===== config.mk =====
export PLATFORM = sky130hd
export DESIGN_NAME = modirq_collect
export DESIGN_NICKNAME = d
export VERILOG_FILES = /design/src/rtl/modirq_pkg.sv /design/src/rtl/modirq_sync.sv /design/src/rtl/modirq_ack_reg.sv /design/src/rtl/modirq_chan_latch.sv /design/src/rtl/modirq_collect.sv
export SDC_FILE = /design/constraint.sdc
export NUM_CORES = 1
export LEC_CHECK = 0
export BUFFER_PORTS_ARGS = -buffer_cell sky130_fd_sc_hd__clkbuf_2
export CORE_AREA = 2 2 39 41
export DETAILED_ROUTE_END_ITERATION = 7
export DIE_AREA = 0 0 41 43
export HOLD_SLACK_MARGIN = 0.02
export PLACE_DENSITY = 0.59
export SLEW_MARGIN = 15
export SYNTH_ARGS = -nofsm -noshare
export SYNTH_HDL_FRONTEND = slang
export SYNTH_SLANG_ARGS = --single-unit

===== constraint.sdc =====
create_clock -name clk -period 1.6 [get_ports clk]
set_clock_uncertainty 0.15 [all_clocks]
set_input_delay 0.16 -clock clk [delete_from_list [all_inputs] [get_ports clk]]
set_output_delay 0.16 -clock clk [all_outputs]
set_load 0.005 [all_outputs]

===== src/rtl/modirq_pkg.sv =====
package modirq_pkg;
    localparam int NUM_CH      = 3;
    localparam int REG_W       = 8;
    localparam int ACK_LSB     = 1;
    localparam int SYNC_STAGES = 2;
endpackage


===== src/rtl/modirq_sync.sv =====
module modirq_sync #(
    parameter int W      = modirq_pkg::NUM_CH,
    parameter int STAGES = modirq_pkg::SYNC_STAGES
) (
    input  logic         clk,
    input  logic         rst_n,
    input  logic [W-1:0] req_n_i,
    output logic [W-1:0] req_o
);
    typedef struct packed {
        logic [STAGES-1:0][W-1:0] stg;
    } sync_st_t;

    sync_st_t st_d, st_q;

    always_comb begin
        st_d = st_q;
        st_d.stg[0] = ~req_n_i;
        for (int s = 1; s < STAGES; s++) begin
            st_d.stg[s] = st_q.stg[s-1];
        end
    end

    always_ff @(posedge clk or negedge rst_n) begin
        if (!rst_n) st_q <= '0;
        else        st_q <= st_d;
    end

    assign req_o = st_q.stg[STAGES-1];

    // A first-stage bit may only rise after its line was seen low
    assert_first_stage_source_R2: assert property (@(posedge clk) disable iff (!rst_n)
        ((st_q.stg[0] & ~$past(st_q.stg[0])) & $past(req_n_i)) == '0);
endmodule


===== src/rtl/modirq_ack_reg.sv =====
module modirq_ack_reg #(
    parameter int NUM_CH  = modirq_pkg::NUM_CH,
    parameter int REG_W   = modirq_pkg::REG_W,
    parameter int ACK_LSB = modirq_pkg::ACK_LSB
) (
    input  logic              clk,
    input  logic              rst_n,
    input  logic              wr_i,
    input  logic [REG_W-1:0]  wdata_i,
    output logic [NUM_CH-1:0] arm_o
);
    typedef struct packed {
        logic [NUM_CH-1:0] arm;
    } ack_st_t;

    ack_st_t st_d, st_q;

    always_comb begin
        st_d = st_q;
        if (wr_i) st_d.arm = wdata_i[ACK_LSB +: NUM_CH];
    end

    always_ff @(posedge clk or negedge rst_n) begin
        if (!rst_n) st_q <= '0;
        else        st_q <= st_d;
    end

    assign arm_o = st_q.arm;

    assert_ack_stable_R5: assert property (@(posedge clk) disable iff (!rst_n)
        !wr_i |=> $stable(st_q.arm));

    assert_ack_load_R10: assert property (@(posedge clk) disable iff (!rst_n)
        wr_i |=> (st_q.arm == $past(wdata_i[ACK_LSB +: NUM_CH])));
endmodule


===== src/rtl/modirq_chan_latch.sv =====
module modirq_chan_latch (
    input  logic clk,
    input  logic rst_n,
    input  logic req_i,
    input  logic arm_i,
    output logic pend_o
);
    typedef struct packed {
        logic pend;
    } latch_st_t;

    latch_st_t st_d, st_q;

    always_comb begin
        st_d = st_q;
        if (!arm_i)     st_d.pend = 1'b0;
        else if (req_i) st_d.pend = 1'b1;
    end

    always_ff @(posedge clk or negedge rst_n) begin
        if (!rst_n) st_q <= '0;
        else        st_q <= st_d;
    end

    assign pend_o = st_q.pend;

    assert_disarmed_clears_R3: assert property (@(posedge clk) disable iff (!rst_n)
        !arm_i |=> !st_q.pend);

    assert_set_needs_request_R4: assert property (@(posedge clk) disable iff (!rst_n)
        $rose(st_q.pend) |-> $past(req_i && arm_i));

    assert_hold_while_armed_R4: assert property (@(posedge clk) disable iff (!rst_n)
        (st_q.pend && arm_i) |=> st_q.pend);
endmodule


===== src/rtl/modirq_collect.sv =====
module modirq_collect #(
    parameter int NUM_CH      = modirq_pkg::NUM_CH,
    parameter int REG_W       = modirq_pkg::REG_W,
    parameter int ACK_LSB     = modirq_pkg::ACK_LSB,
    parameter int SYNC_STAGES = modirq_pkg::SYNC_STAGES
) (
    input  logic              clk,
    input  logic              rst_n,
    input  logic [NUM_CH-1:0] mod_irq_n_i,
    input  logic              ctl_wr_i,
    input  logic [REG_W-1:0]  ctl_wdata_i,
    output logic [REG_W-1:0]  stat_rd_data_o,
    output logic              cpu_irq_o
);
    localparam int PAD_W = REG_W - NUM_CH;

    logic [NUM_CH-1:0] req_sync;
    logic [NUM_CH-1:0] arm;
    logic [NUM_CH-1:0] pend;

    modirq_sync #(.W(NUM_CH), .STAGES(SYNC_STAGES)) u_sync (
        .clk     (clk),
        .rst_n   (rst_n),
        .req_n_i (mod_irq_n_i),
        .req_o   (req_sync)
    );

    modirq_ack_reg #(.NUM_CH(NUM_CH), .REG_W(REG_W), .ACK_LSB(ACK_LSB)) u_ack (
        .clk     (clk),
        .rst_n   (rst_n),
        .wr_i    (ctl_wr_i),
        .wdata_i (ctl_wdata_i),
        .arm_o   (arm)
    );

    for (genvar c = 0; c < NUM_CH; c++) begin : g_chan
        modirq_chan_latch u_latch (
            .clk    (clk),
            .rst_n  (rst_n),
            .req_i  (req_sync[c]),
            .arm_i  (arm[c]),
            .pend_o (pend[c])
        );
    end

    assign stat_rd_data_o = {{PAD_W{1'b0}}, pend};
    assign cpu_irq_o      = |pend;

    assert_irq_off_when_disarmed_R8: assert property (@(posedge clk) disable iff (!rst_n)
        ($past(arm) == '0) |-> !cpu_irq_o);
endmodule


==> flow_summary_export.csv <==
group,metric,value,unit
status,status,"finished clean",
worst_setup_path,r2r_slack,0.71,ns
worst_setup_path,path_max_fanout,3,
power,power.leakage,0.289,nW
logic_synthesis,ys_seq_elements,12,
clocking,clk_pin_slew,0.06,ns
place,hpwlAfterDp,389,um
timing,hold_viol_final,0,
die,fp.dieH,43,um
grt,grt_util_all_layers,8.70,%
final_layout,fillCellCount,141,
detailed_routing,via_per_inst,3.82,
power,p_per_area,1010,mW/mm^2
clocking,clock_latency,0.26,ns
clocking,cts_tree,"yes",
worst_setup_path,crit_chain,"or3_1 > clkbuf_2",
timing,setup_tns,0,ns
power,comb_power_share,11.1,%
detailed_routing,vias,248,
worst_setup_path,required,1.29,ns
final_layout,n_antenna_cell,0,
place,finalWeightedCongestion,0.559,
logic_synthesis,yosys_warnings,0,
power,power,569,uW
clocking,h-tree-depth,1,
worst_setup_path,critPathArrivalTime,1.12,ns
die,die_x,41,um
hold_path,holdPathStages,2,
detailed_routing,drt_pre_antenna_iters,2,
timing,fmax,698,MHz
worst_setup_path,max_stage_delay,0.39,ns
logic_synthesis,syn_inst,31,
final_layout,ff_latch_area,300,um^2
die,num_rows,14,
clocking,clk_path_buf_depth,2,
timing,rsz0062_at_grt,"no",
timing,period_needed,1.43,ns
timing,slew_violations,0,
die,io_pins,23,
die,initial_core_util,31.6,%
hold_path,whs_endpoint,"u_ack.arm_o[1]",
grt,grt_pass1_wl,917,um
hold_path,holdCritStartpoint,"ctl_wr_i",
power,ir_worst_vdd,396,uV
die,core,0.00138,mm^2
clocking,post_cts_resized,0,
final_layout,nets,65,
grt,grt_max_degree,13,
worst_setup_path,r2r_cells,1,
place,post-place-ws,0.441,ns
final_layout,multi_input_area,81.3,um^2
logic_synthesis,synth.avg_cell_area,14.1,um^2
clocking,cts.sinks,12,
worst_setup_path,worstSetupStartpointType,"flop",
power,internal_power,453,uW
final_layout,area_growth,29.1,%
worst_setup_path,reg2reg_from,"u_ack.arm_o[0]",
power,pwr-share-seq,59.4,%
final_layout,layout.cells.non_filler,65,
power,switching_share,20.4,%
power,p_switching,116,uW
place,portBuffers,12,
final_layout,drive_gt1_share,36.7,%
place,dp_cells,55,
detailed_routing,routedWlPerCell,8.42,um
logic_synthesis,syn_area,438,um^2
clocking,numCtsBuffers,3,
timing,period_share,89.6,%
worst_setup_path,r2r-end,"u_ack.arm_o[0]",
clocking,post-cts-setup-buffers,0,
job,cap_violations,0,
detailed_routing,wl,547,um
worst_setup_path,crit_type,"flop to output pin",
final_layout,fin_util,40.9,%
timing,setup_viol_count_final,0,
die,die_area,0.00176,mm^2
clocking,root_buffer,"clkbuf_4",
detailed_routing,drc,0,
power,clkPwrFrac,29.5,%
detailed_routing,postRouteAntennaNets,0,
worst_setup_path,slowest_stage,"dfrtp_1",
grt,globalRouteOverflowTotal,0,
grt,antenna_found_initial,0,
detailed_routing,first_iter_violations,5,
grt,grt_pass1_vias,257,
timing,timing.final.ws_setup,0.167,ns
hold_path,hold_class,"input port to flop",
worst_setup_path,end_kind,"output pin",
logic_synthesis,ys_seq_area_share,68.6,%
logic_synthesis,synth.distinct_cells,7,
## worst max-delay path, delay by kind of cell, from the launching register on
kind	cells	cell delay, ns
buffers and inverters	1	0.11
AND/OR/NAND/NOR	1	0.36
flip-flops	1	0.39
## how the worst max path moves through the flow
stage	start	end	slack, ns	cells after the start
2_1_floorplan	g_chan[0].u_latch.pend_o	cpu_irq_o	0.55	1
4_1_cts	g_chan[0].u_latch.pend_o	cpu_irq_o	0.14	2
6_report	g_chan[0].u_latch.pend_o	cpu_irq_o	0.17	2
3_3_place_gp	g_chan[0].u_latch.pend_o	cpu_irq_o	0.46	2
3_5_place_dp	g_chan[0].u_latch.pend_o	cpu_irq_o	0.44	2
5_1_grt	g_chan[0].u_latch.pend_o	cpu_irq_o	0.10	2
## cell type report
type	count	area share, %
Clock buffer	3	3.98
Inverter	3	1.99
Multi-Input combinational cell	12	14.4
Sequential cell	12	53.1
Tap cell	16	3.54
Timing Repair Buffer	19	23.0
## metal layers
layer | global-route usage [%] | vias to the layer above | wire length, um
met4 | 8.00 | 0 | 0
met1 | 7.19 | 118 | 214
met5 | 0 | - | 0
met3 | 4.71 | 0 | 42
met2 | 13.4 | 9 | 290
li1 | - | 121 | -
## power groups by stage
stage / combinational, mW / sequential (mW) / clock [mW]
3_5_place_dp: 0.0512 / 0.345 / 0
3_3_place_gp: 0.0499 / 0.343 / 0
5_1_grt: 0.0730 / 0.341 / 0.198
6_report: 0.0630 / 0.338 / 0.168
2_1_floorplan: 0.0431 / 0.341 / 0
4_1_cts: 0.0643 / 0.339 / 0.184
## timing repair
| item | in CTS | in global routing |
|---|---|---|
| hold buffers | 7 | 0 |
| endpoints found under the hold margin | 18 | 0 |
| endpoints found under the setup margin | 0 | 0 |
## cell families (layout without fill, tap and decap cells)
logic type / after synthesis / after routing / synth area share (%)
flip-flops: 12 / 12 / 68.6
buffers and inverters: 11 / 25 / 16.3
AO/OA/AOI/OAI: 3 / 3 / 5.14
multiplexers: 3 / 3 / 7.71
other: 1 / 5 / 0.856
AND/OR/NAND/NOR: 1 / 1 / 1.43
## synthesized netlist by cell type
cell,count,share of area (%)
mux2_2,3,7.7
inv_1,3,2.6
dfrtp_1,12,69
conb_1,1,0.86
buf_4,8,14
o21a_1,3,5.1
or3_1,1,1.4
## state kept, by name, indices dropped and copies added, names as in the netlist
signal,flops
u_sync.st_d,3
u_ack.arm_o,3
u_sync.req_o,3
g_chan.u_latch.pend_o,3
## cells in the final DEF, fill, tap and decap left out
master	count
clkbuf_4	3
inv_1	3
clkbuf_2	12
mux2_2	3
or3_1	1
o21a_1	3
dlygate4sd3_1	7
conb_1	5
dfrtp_1	12
## stage by stage
stage | hold slack, ns | cell area, um^2
after floorplan | -0.286 | 453
after global placement | -0.0961 | 473
after detailed placement | -0.0936 | 473
after CTS | 0.0393 | 566
after global routing | 0.0427 | 566
final | 0.0526 | 566
(Power assumes the default switching activity.)
